[config.mk]
export PLATFORM = sky130hd
export DESIGN_NAME = pic8_ctrl
export DESIGN_NICKNAME = d
export VERILOG_FILES = /design/src/rtl/pic8_pkg.sv /design/src/rtl/pic8_decode.sv /design/src/rtl/pic8_resolver.sv /design/src/rtl/pic8_ctrl.sv
export SDC_FILE = /design/constraint.sdc
export NUM_CORES = 1
export LEC_CHECK = 0
export ABC_AREA = 1
export BUFFER_PORTS_ARGS = -buffer_cell sky130_fd_sc_hd__buf_2
export CAP_MARGIN = 20
export CELL_PAD_IN_SITES_DETAIL_PLACEMENT = 2
export CELL_PAD_IN_SITES_GLOBAL_PLACEMENT = 2
export CORE_ASPECT_RATIO = 0.75
export CORE_MARGIN = 2
export CORE_UTILIZATION = 32
export CTS_BUF_LIST = sky130_fd_sc_hd__clkbuf_4 sky130_fd_sc_hd__clkbuf_8
export DETAILED_ROUTE_END_ITERATION = 6
export GPL_ROUTABILITY_DRIVEN = 0
export PLACE_DENSITY_LB_ADDON = 0.2
export RECOVER_POWER = 100
export REMOVE_ABC_BUFFERS = 1
export SYNTH_ARGS = -nofsm -noshare
export SYNTH_HDL_FRONTEND = slang
export SYNTH_SLANG_ARGS = --single-unit
[constraint.sdc]
create_clock -name clk -period 3.96 [get_ports clk]
set_input_delay 0.198 -clock clk [delete_from_list [all_inputs] [get_ports clk]]
set_output_delay 0.198 -clock clk [all_outputs]
set_load 0.01 [all_outputs]
[src/rtl/pic8_pkg.sv]
package pic8_pkg;

   typedef enum logic [1:0] {
      SEQ_W1,
      SEQ_W2,
      SEQ_W3,
      SEQ_W4
   } seq_e;

   typedef enum logic [2:0] {
      WR_NONE,
      WR_INIT1,
      WR_INIT2,
      WR_INIT3,
      WR_INIT4,
      WR_MASK,
      WR_EOS,
      WR_MODE
   } wr_kind_e;

   // command-port decode bits
   localparam int B_INIT_SEL  = 4;
   localparam int B_MODE_SEL  = 3;
   // first init word
   localparam int B_I1_NEED4  = 0;
   localparam int B_I1_SINGLE = 1;
   // fourth init word
   localparam int B_I4_CPU    = 0;
   localparam int B_I4_AUTO   = 1;
   localparam int B_I4_NEST   = 4;
   // end-of-service command
   localparam int B_ES_ROT    = 7;
   localparam int B_ES_SPEC   = 6;
   localparam int B_ES_EOI    = 5;
   // mode command
   localparam int B_MD_SMM_EN = 6;
   localparam int B_MD_SMM    = 5;
   localparam int B_MD_POLL   = 2;
   localparam int B_MD_RD_EN  = 1;
   localparam int B_MD_RD_ISR = 0;

endpackage

[src/rtl/pic8_decode.sv]
module pic8_decode
   import pic8_pkg::*;
(
   input  logic     wr_en,
   input  logic     port_sel,
   input  logic     init_bit,
   input  logic     mode_bit,
   input  logic     ready,
   input  seq_e     seq,
   output wr_kind_e kind
);

   always_comb begin
      kind = WR_NONE;
      if (wr_en) begin
         if (!port_sel) begin
            if (init_bit)
               kind = WR_INIT1;
            else if (ready)
               kind = mode_bit ? WR_MODE : WR_EOS;
         end else begin
            unique case (seq)
               SEQ_W2:  kind = WR_INIT2;
               SEQ_W3:  kind = WR_INIT3;
               SEQ_W4:  kind = WR_INIT4;
               default: kind = WR_MASK;
            endcase
         end
      end
   end

endmodule

[src/rtl/pic8_resolver.sv]
module pic8_resolver #(
   parameter int PINS     = 8,
   parameter int CASC_PIN = 2
) (
   input  logic [PINS-1:0]         req,
   input  logic [PINS-1:0]         svc,
   input  logic [PINS-1:0]         mask,
   input  logic [$clog2(PINS)-1:0] lowest,
   input  logic                    smm,
   input  logic                    nest,
   output logic                    req_ok,
   output logic [$clog2(PINS)-1:0] req_pin,
   output logic                    svc_ok,
   output logic [$clog2(PINS)-1:0] svc_pin
);

   localparam int PW = $clog2(PINS);
   localparam logic [PINS-1:0] CASC_BIT = PINS'(1) << CASC_PIN;

   if ((1 << PW) != PINS) begin : g_bad_pins
      $error("pic8_resolver: PINS must be a power of two");
   end
   if (CASC_PIN >= PINS) begin : g_bad_casc
      $error("pic8_resolver: CASC_PIN out of range");
   end

   logic [PINS-1:0] blocker;
   assign blocker = smm ? '0 : (nest ? (svc & ~CASC_BIT) : svc);

   always_comb begin : scan_req
      logic          stop;
      logic [PW-1:0] idx;
      stop    = 1'b0;
      idx     = '0;
      req_ok  = 1'b0;
      req_pin = '0;
      for (int k = 0; k < PINS; k++) begin
         idx = PW'(lowest + PW'(1) + PW'(k));
         if (!stop && !req_ok) begin
            if (blocker[idx])
               stop = 1'b1;
            else if (req[idx] && !mask[idx]) begin
               req_ok  = 1'b1;
               req_pin = idx;
            end
         end
      end
   end

   always_comb begin : scan_svc
      logic [PW-1:0] idx;
      idx     = '0;
      svc_ok  = 1'b0;
      svc_pin = '0;
      for (int k = 0; k < PINS; k++) begin
         idx = PW'(lowest + PW'(1) + PW'(k));
         if (!svc_ok && svc[idx] && !(smm && mask[idx])) begin
            svc_ok  = 1'b1;
            svc_pin = idx;
         end
      end
   end

endmodule

[src/rtl/pic8_ctrl.sv]
module pic8_ctrl
   import pic8_pkg::*;
#(
   parameter bit IS_MASTER = 1'b1,
   parameter int CASC_PIN  = 2,
   parameter int PINS      = 8
) (
   input  logic                    clk,
   input  logic                    rst_n,
   input  logic                    port_sel,
   input  logic                    wr_en,
   input  logic                    rd_en,
   input  logic [PINS-1:0]         wr_data,
   output logic [PINS-1:0]         rd_data,
   input  logic [PINS-1:0]         req_set,
   input  logic [PINS-1:0]         req_held,
   input  logic                    ack_valid,
   input  logic [$clog2(PINS)-1:0] ack_pin,
   output logic                    intr_out,
   output logic [PINS-1:0]         vec_out
);

   localparam int PW     = $clog2(PINS);
   localparam int DW     = PINS;
   localparam int BASE_W = DW - PW;

   if (PINS != 8) begin : g_bad_width
      $error("pic8_ctrl: the register port is one byte, PINS must be 8");
   end

   logic [PINS-1:0]   irr_q, irr_n, isr_q, isr_n, imr_q, imr_n;
   logic [BASE_W-1:0] base_q, base_n;
   logic [PW-1:0]     low_q, low_n;
   seq_e              seq_q, seq_n;
   logic              ready_q, ready_n, auto_q, auto_n, rot_q, rot_n;
   logic              poll_q, poll_n, rdsel_q, rdsel_n, smm_q, smm_n;
   logic              raised_q, raised_n;
   logic              nest;

   wr_kind_e          kind;
   logic              req_ok, svc_ok;
   logic [PW-1:0]     req_pin, svc_pin;

   pic8_decode u_decode (
      .wr_en    (wr_en),
      .port_sel (port_sel),
      .init_bit (wr_data[B_INIT_SEL]),
      .mode_bit (wr_data[B_MODE_SEL]),
      .ready    (ready_q),
      .seq      (seq_q),
      .kind     (kind)
   );

   pic8_resolver #(.PINS(PINS), .CASC_PIN(CASC_PIN)) u_resolver (
      .req     (irr_q),
      .svc     (isr_q),
      .mask    (imr_q),
      .lowest  (low_q),
      .smm     (smm_q),
      .nest    (nest),
      .req_ok  (req_ok),
      .req_pin (req_pin),
      .svc_ok  (svc_ok),
      .svc_pin (svc_pin)
   );

   // nested-mode flag exists only in the master variant
   if (IS_MASTER) begin : g_nest
      logic nest_q;
      always_ff @(posedge clk or negedge rst_n) begin
         if (!rst_n)
            nest_q <= 1'b0;
         else if (kind == WR_INIT4 && wr_data[B_I4_CPU])
            nest_q <= wr_data[B_I4_NEST];
      end
      assign nest = nest_q;
   end else begin : g_flat
      assign nest = 1'b0;
   end

   logic          poll_rd, acc_go;
   logic [PW-1:0] acc_pin;

   assign poll_rd = rd_en && !port_sel && poll_q;
   assign acc_go  = (poll_rd && req_ok) || ack_valid;
   assign acc_pin = (poll_rd && req_ok) ? req_pin : ack_pin;

   always_comb begin
      logic [PW-1:0] eos_pin;
      logic          eos_ok;
      irr_n    = irr_q;
      isr_n    = isr_q;
      imr_n    = imr_q;
      base_n   = base_q;
      low_n    = low_q;
      seq_n    = seq_q;
      ready_n  = ready_q;
      auto_n   = auto_q;
      rot_n    = rot_q;
      poll_n   = poll_q;
      rdsel_n  = rdsel_q;
      smm_n    = smm_q;
      raised_n = raised_q;
      eos_pin  = wr_data[B_ES_SPEC] ? wr_data[PW-1:0] : svc_pin;
      eos_ok   = wr_data[B_ES_SPEC] || svc_ok;

      if (poll_rd)
         poll_n = 1'b0;

      unique case (kind)
         WR_INIT1: begin
            irr_n   = '0;
            imr_n   = '0;
            low_n   = PW'(PINS - 1);
            poll_n  = 1'b0;
            smm_n   = 1'b0;
            rdsel_n = 1'b0;
            ready_n = 1'b0;
            seq_n   = (wr_data[B_I1_SINGLE] || !wr_data[B_I1_NEED4]) ? SEQ_W1 : SEQ_W2;
         end
         WR_INIT2: begin
            base_n = wr_data[DW-1 -: BASE_W];
            seq_n  = SEQ_W3;
         end
         WR_INIT3: seq_n = SEQ_W4;
         WR_INIT4: begin
            if (wr_data[B_I4_CPU]) begin
               auto_n  = wr_data[B_I4_AUTO];
               ready_n = 1'b1;
               seq_n   = SEQ_W1;
            end
         end
         WR_MASK: imr_n = wr_data;
         WR_EOS: begin
            rot_n = wr_data[B_ES_ROT];
            if (wr_data[B_ES_EOI]) begin
               if (eos_ok) begin
                  isr_n[eos_pin] = 1'b0;
                  if (wr_data[B_ES_ROT])
                     low_n = eos_pin;
               end
            end else if (wr_data[B_ES_SPEC] && wr_data[B_ES_ROT]) begin
               low_n = wr_data[PW-1:0];
            end
         end
         WR_MODE: begin
            if (wr_data[B_MD_SMM_EN])
               smm_n = wr_data[B_MD_SMM];
            if (wr_data[B_MD_RD_EN])
               rdsel_n = wr_data[B_MD_RD_ISR];
            if (wr_data[B_MD_POLL])
               poll_n = 1'b1;
         end
         default: ;
      endcase

      if (acc_go) begin
         raised_n = 1'b0;
         if (!req_held[acc_pin])
            irr_n[acc_pin] = 1'b0;
         if (auto_q) begin
            if (rot_q)
               low_n = acc_pin;
         end else begin
            isr_n[acc_pin] = 1'b1;
         end
      end else if (ready_q && !raised_q && req_ok) begin
         raised_n = 1'b1;
      end

      if (ready_q && kind != WR_INIT1)
         irr_n = irr_n | req_set;
   end

   always_ff @(posedge clk or negedge rst_n) begin
      if (!rst_n) begin
         irr_q    <= '0;
         isr_q    <= '0;
         imr_q    <= '0;
         base_q   <= '0;
         low_q    <= '0;
         seq_q    <= SEQ_W1;
         ready_q  <= 1'b0;
         auto_q   <= 1'b0;
         rot_q    <= 1'b0;
         poll_q   <= 1'b0;
         rdsel_q  <= 1'b0;
         smm_q    <= 1'b0;
         raised_q <= 1'b0;
      end else begin
         irr_q    <= irr_n;
         isr_q    <= isr_n;
         imr_q    <= imr_n;
         base_q   <= base_n;
         low_q    <= low_n;
         seq_q    <= seq_n;
         ready_q  <= ready_n;
         auto_q   <= auto_n;
         rot_q    <= rot_n;
         poll_q   <= poll_n;
         rdsel_q  <= rdsel_n;
         smm_q    <= smm_n;
         raised_q <= raised_n;
      end
   end

   assign intr_out = raised_q;
   assign vec_out  = {base_q, req_ok ? req_pin : PW'(PINS - 1)};

   always_comb begin
      if (!port_sel && poll_q)
         rd_data = req_ok ? {1'b1, {(DW-1-PW){1'b0}}, req_pin} : '0;
      else if (port_sel)
         rd_data = imr_q;
      else
         rd_data = rdsel_q ? isr_q : irr_q;
   end

   // a rise of the interrupt line needs a ready block
   p_raise_ready_r7: assert property (@(posedge clk) disable iff (!rst_n)
      $rose(intr_out) |-> $past(ready_q));

   // an acknowledge drops the line next cycle
   p_ack_drops_r8: assert property (@(posedge clk) disable iff (!rst_n)
      ack_valid |=> !intr_out);

   // auto-end accepts leave the in-service register alone
   p_auto_isr_r9: assert property (@(posedge clk) disable iff (!rst_n)
      (ack_valid && auto_q && !wr_en) |=> $stable(isr_q));

   // first init word clears and drops ready
   p_init1_clear_r2: assert property (@(posedge clk) disable iff (!rst_n)
      (wr_en && !port_sel && wr_data[B_INIT_SEL]) |=> (!ready_q && imr_q == '0 && irr_q == '0));

   // no new request bits while not ready
   p_idle_irr_r14: assert property (@(posedge clk) disable iff (!rst_n)
      (!ready_q && !ack_valid && !rd_en) |=> ((irr_q & ~$past(irr_q)) == '0));

   // a ready data write loads the mask
   p_mask_load_r5: assert property (@(posedge clk) disable iff (!rst_n)
      (ready_q && wr_en && port_sel) |=> (imr_q == $past(wr_data)));

endmodule

# Yosys cells after proc, flatten, opt, wreduce, memory -nomap -nowiden
# Cells that the tools add are included.
[op_classes]
order_cmp = 12
mux = 192
addsub = 8
bitwise = 6
n_eq_ne = 14
n_reduce_logical = 102
[op_table]
columns = ["op", "n"]
rows = [
  ["$mux 3", 46],
  ["$mux 8", 14],
  ["$bmux 1 s3", 33],
  ["$mux 1", 88],
  ["$logic_and 1x1->1", 49],
  ["$logic_not 1->1", 40],
  ["$lt 3x4->1 const B", 10],
  ["$and 8x8->8", 2],
  ["$not 8->8", 2],
  ["$or 8x8->8", 2],
  ["$pmux 8 s2", 1],
  ["$add 3x3->3 const B", 4],
  ["$eq 3x3->1 const B", 4],
  ["$reduce_and 2->1", 5],
  ["$pmux 3 s3", 1],
  ["$pmux 1 s2", 4],
  ["$pmux 2 s4", 1],
  ["$reduce_bool 2->1", 4],
  ["$add 3x1->3 const B", 2],
  ["$add 3x2->3 const B", 2],
  ["$demux 1 s3", 2],
  ["$eq 3x2->1 const B", 2],
  ["$ge 3x1->1 const B", 2],
  ["$ne 2x2->1 const B", 3],
  ["other kinds (8)", 11],
]
[word_totals]
ff_bits = 42

# Depth between registers and ports, before layout
[depth]
word_depth = 48
depth_mapped = 33

# Modules after synthesis
# From an unflattened synthesis, not the netlist that was laid out.
[unflattened]
hier_cells = 818
hier_area_um2 = 4857.2
[by_module_without_submodules]
columns = ["mod", "seq_area_each_um2", "cells_per_inst", "instances", "area_each_um2"]
rows = [
  ["pic8_ctrl", 1051.0, 353, 1, 2543.7],
  ["pic8_resolver", 0.0, 444, 1, 2215.9],
  ["pic8_decode", 0.0, 21, 1, 97.6],
]

# Worst setup path before layout
# No wires, ideal clock.
[synth_timing]
path_kind = "reg-to-reg"
startpoint = "reg low_q[0]"
endpoint = "reg irr_q[2]"
setup_time_ns = 0.116
path_stages_with_launch = 30
slack_ns = 0.521
t_arrival_ns = 3.322
path_cell_list = "dfrtp_1 > inv_2 > buf_2 > ha_1 > inv_2 > nand2_1 > nand2_1 > buf_4 > nand2_1 > o21ai_1 > nand2_1 > nand2_1 > inv_1 > nand2_1 > nand2_1 > nor2_4 > nor2_4 > nand2_4 > nor2_4 > o211ai_2 > nand3_4 > nand2_4 > inv_8 > or2_1 > nand2_2 > nand3_1 > nor2_1 > nand3_1 > nand2_1 > nand2_1"
[synth_between]
elab_chain_cells = 40
word_cells_on_any_way = 168
[synth_lines]
columns = ["element", "line_no", "rtl"]
rows = [
  ["start, declared", "pic8_ctrl.sv:33", "logic [PW-1:0] low_q, low_n;"],
  ["start signal, assigned", "pic8_ctrl.sv:195", "low_q <= low_n;"],
  ["$add 3x1->3 *", "pic8_resolver.sv:38", "idx = PW'(lowest + PW'(1) + PW'(k));"],
  ["parallel branches: the longest is 36 deep, another holds $add 3x1->3", "n/a", ""],
  ["$mux 8 *", "pic8_ctrl.sv:157", "if (acc_go) begin"],
  ["$or 8x8->8", "pic8_ctrl.sv:172", "irr_n = irr_n | req_set;"],
  ["$mux 8 *", "pic8_ctrl.sv:171", "if (ready_q && kind != WR_INIT1)"],
  ["via irr_n[2]", "pic8_ctrl.sv:31", "logic [PINS-1:0] irr_q, irr_n, isr_q, isr_n, imr_q, imr_n;"],
  ["end signal, assigned", "pic8_ctrl.sv:191", "irr_q <= irr_n;"],
  ["end, declared", "pic8_ctrl.sv:31", ""],
]
# Mark *: on every way through the listed nets, which the timed path passes. The select of a mux whose other input is x is not followed.
# A chain may end at the register's enable or synchronous reset.

# Worst setup path in the final report
[layout_timing]
startpoint = "reg low_q[1]"
endpoint = "reg low_q[1]"
[layout_between]
elab_chain_cells = 43
word_cells_on_any_way = 235
[layout_lines]
columns = ["element", "line_no"]
rows = [
  ["parallel branches: the longest is 42 deep, another holds $add 3x1->3", "n/a"],
  ["$mux 3 *", "pic8_ctrl.sv:157"],
  ["via low_n[1]", "pic8_ctrl.sv:33"],
]
# Marks and branches as above.

==> run_results.csv <==
group,metric,value,unit
status,status,"finished, violations left",
status,violations,"max-capacitance violations, max-slew violations",
layout,finalInstanceArea,0.00582,mm^2
die,die-area,0.0148,mm^2
global_route,first_global_vias,5855,
synth,synth_cell_types,43,
routing,post_drt_wl_per_cell,22.3,um
setup_path,startpoint,"low_q[1]$_DFF_PN0_",
setup_path,cp.required,4.17,ns
die,core_area,0.0136,mm^2
die,fp.dieW,140,um
layout,final_nets,882,
cts,cts_tree,"built",
routing,first_iter_violations,328,
global_route,overflow,0,
synth,ys_async_sr_fraction,100,%
layout,layout-drive-gt1-share,26.7,%
synth,yosysWarnings,0,
worst_hold_path,hp-start,"req_set[2]",
layout,area_delta_synth_final,31.4,%
global_route,track_usage,28.2,%
timing,finalMaxSlewViolations,39,
setup_path,worst-path-stages,21,
worst_hold_path,hold_path.class,"in -> reg",
cts,cts_buffers,5,
timing,clock_skew,0.00871,ns
global_route,grt_max_degree,43,
timing,hold_viol_final,0,
routing,ant_nets,0,
timing,hold_ws,0.0722,ns
synth,synthCells,749,
cts,cts_htree_levels,2,
timing,layout_worst_path_cycle_share,99.6,%
setup_path,cpMostUsedCell,"nand2_1",
setup_path,path_delay_family,"simple AND/OR/NAND/NOR gates",
setup_path,reg2reg_to,"low_q[1]$_DFF_PN0_",
global_route,antenna_found_initial,0,
setup_path,r2r_cells,21,
routing,via_count,5745,
routing,drt_pass1_iterations,5,
global_route,grt_pass1_wl,32600,um
placed_design,placed_cell_area,0.00492,mm^2
layout,n_fill_cell,1641,
cts,cts_root_buffer,"clkbuf_8",
cts,clk_path_buf_depth,2,
synth,ys_ff_latch,42,
routing,routed_wl,22700,um
cts,path_clk_slew,0.09,ns
timing,max_freq,0.254,GHz
placed_design,post-dp-hpwl,16700,um
setup_path,crit_path_max_fanout,10,
timing,finalSetupViolCount,0,
routing,drc,0,
die,die-height,106,um
synth,syn_area,0.00443,mm^2
setup_path,timing.critical_path.cells,"buf_6 > ha_4 > inv_8 > nand2_2 > nand2_4 > o21ai_2 > nand2_1 > nand2_2 > nand2_1 > o211ai_1 > nand4_1 > buf_4 > nor3_2 > nand2_1 > o2111ai_1 > nor2_1 > nand3_1 > nand2_2 > o21ai_1 > nand2_1 > a22oi_2",
setup_path,r2r_start,"low_q[1]$_DFF_PN0_",
timing,slew_headroom,-48.5,%
setup_path,cp-start-kind,"flip-flop",
setup_path,max_stage_delay,0.42,ns
setup_path,critPathSlowestCell,"dfrtp_1",
routing,routed_via_density,5.63,
cts,clkLatencyLatePin,0.32,ns
setup_path,endpoint_kind,"flip-flop",
setup_path,setup.worst_path.end,"low_q[1]$_DFF_PN0_",
synth,syn_area_per_cell,5.91,um^2
synth,synth_enable_flop_cells,0,
timing,min_period,3.94,ns
synth,synth_flop_cell,"dfrtp_1",
layout,antenna_cells,0,
synth,ys_seq_area_share,23.7,%
die,ios,50,
setup_path,arrival,4.15,ns
die,start_util,32.5,%
setup_path,critPathKind,"reg -> reg",
placed_design,portBuffers,49,
timing,rsz0062_at_grt,"true",
cts,clkSinkCount,42,
die,rows,37,
job,maxCapViolCount,1,
timing,tightest_slew,2.23,ns
setup_path,crit_buf_inv,3,
worst_hold_path,holdPathStages,3,
setup_path,rrSetupSlack,0.02,ns
synthesized netlist by cell type, types with 2 or more instances:
cell type	number	share of area, %
a21oi_1	20	2.3
a31oi_1	2	0.28
buf_2	6	0.68
buf_4	3	0.51
buf_6	5	1.3
clkbuf_1	5	0.42
dfrtp_1	42	24
ha_1	4	1.1
inv_1	84	7.1
inv_2	9	0.76
nand2_1	253	21
nand2_2	9	1.3
nand2_4	6	1.5
nand3_1	74	8.4
nand3_2	7	1.6
nand4_1	7	0.99
nor2_1	72	6.1
nor2_4	6	1.5
nor3_1	3	0.34
o211ai_1	9	1.5
o21a_1	3	0.51
o21ai_0	56	6.3
o21ai_1	21	2.4
o21ai_2	3	0.59
o221ai_1	5	0.99
o22ai_1	15	2.1
o31ai_1	3	0.51
or2_1	2	0.28
worst min-delay path, delay by kind of cell:
kind | cells | cell delay, ns
buf+inv | 1 | 0.07
simple gates | 2 | 0.09
per-stage QoR:
| step | TNS [ns] | instances | utilization (%) | setup WS (ns) |
|---|---|---|---|---|
| 2_1_floorplan | -15.25 | 730 | - | -0.738 |
| 4_1_cts | 0 | 991 | 38.1 | 0.00763 |
| 3_5_place_dp | -3.24 | 975 | 36.2 | -0.411 |
| 5_1_grt | -2.57 | 1021 | 42.8 | -0.238 |
| 3_3_place_gp | -0.419 | 975 | 36.2 | -0.226 |
| 6_report | 0 | 1021 | 42.8 | 0.0171 |
flip-flops by register name, indices dropped and copies added, names as in the netlist, 2 cells and up:
signal and cells:
base_q 5, imr_q 8, irr_q 8, isr_q 8, low_q 3, seq_q 2
worst min path at each step:
stage | slack, ns | endpoint
2_1_floorplan | -0.1 | auto_q$_DFFE_PN0P_
4_1_cts | 0.07 | irr_q[2]$_DFF_PN0_
5_1_grt | 0.09 | irr_q[2]$_DFF_PN0_
6_report | 0.07 | irr_q[2]$_DFF_PN0_
3_3_place_gp | 0.40 | irr_q[6]$_DFF_PN0_
3_5_place_dp | 0.41 | irr_q[2]$_DFF_PN0_
final cells by class:
| cell class | instances | area (um^2) | area share, % |
|---|---|---|---|
| Clock buffer | 5 | 68.8 | 1.18 |
| Multi-Input combinational cell | 594 | 3290 | 56.5 |
| Clock inverter | 3 | 45.0 | 0.774 |
| Timing Repair Buffer | 107 | 768 | 13.2 |
| Inverter | 95 | 377 | 6.47 |
| Tap cell | 175 | 219 | 3.76 |
| Sequential cell | 42 | 1050 | 18.1 |
layout by cell type, fill, tap and decap left out, drive strengths merged, types with 8 or more instances in the layout:
cell type and instances:
inv 93, nor2 79, nand4 8, o21ai 80
o22ai 15, o211ai 10, nand2 269, a21oi 21
clkbuf 19, dfrtp 42, nand3 82, buf 92
kinds of logic (layout without fill, tap and decap cells):
family / after synthesis / after routing / share of synthesized area (%)
buffers and inverters: 114 / 210 / 11.1
adders and majority gates: 4 / 4 / 1.13
DFF: 42 / 42 / 23.7
and+or+nand+nor: 445 / 446 / 45.2
AOI/OAI and AO/OA: 144 / 144 / 18.8
metal layers:
metal | up-vias | global-route usage (%) | wire (um)
met4 | 0 | 5.07 | 405
met5 | - | 0 | 0
li1 | 2637 | - | -
met2 | 161 | 46.3 | 10800
met3 | 39 | 3.77 | 1120
met1 | 2908 | 40.0 | 10500
timing repair:
action,in CTS,in global routing
gates resized for setup,25,108
endpoints found under the hold margin,0,42
buffers inserted,7,26
endpoints found under the setup margin,24,24
hold buffers,0,1
gates cloned,1,2
pin swaps,6,38
Power is not shown: default switching activity piles up to over one toggle a cycle in this logic, so the estimate is an artifact.
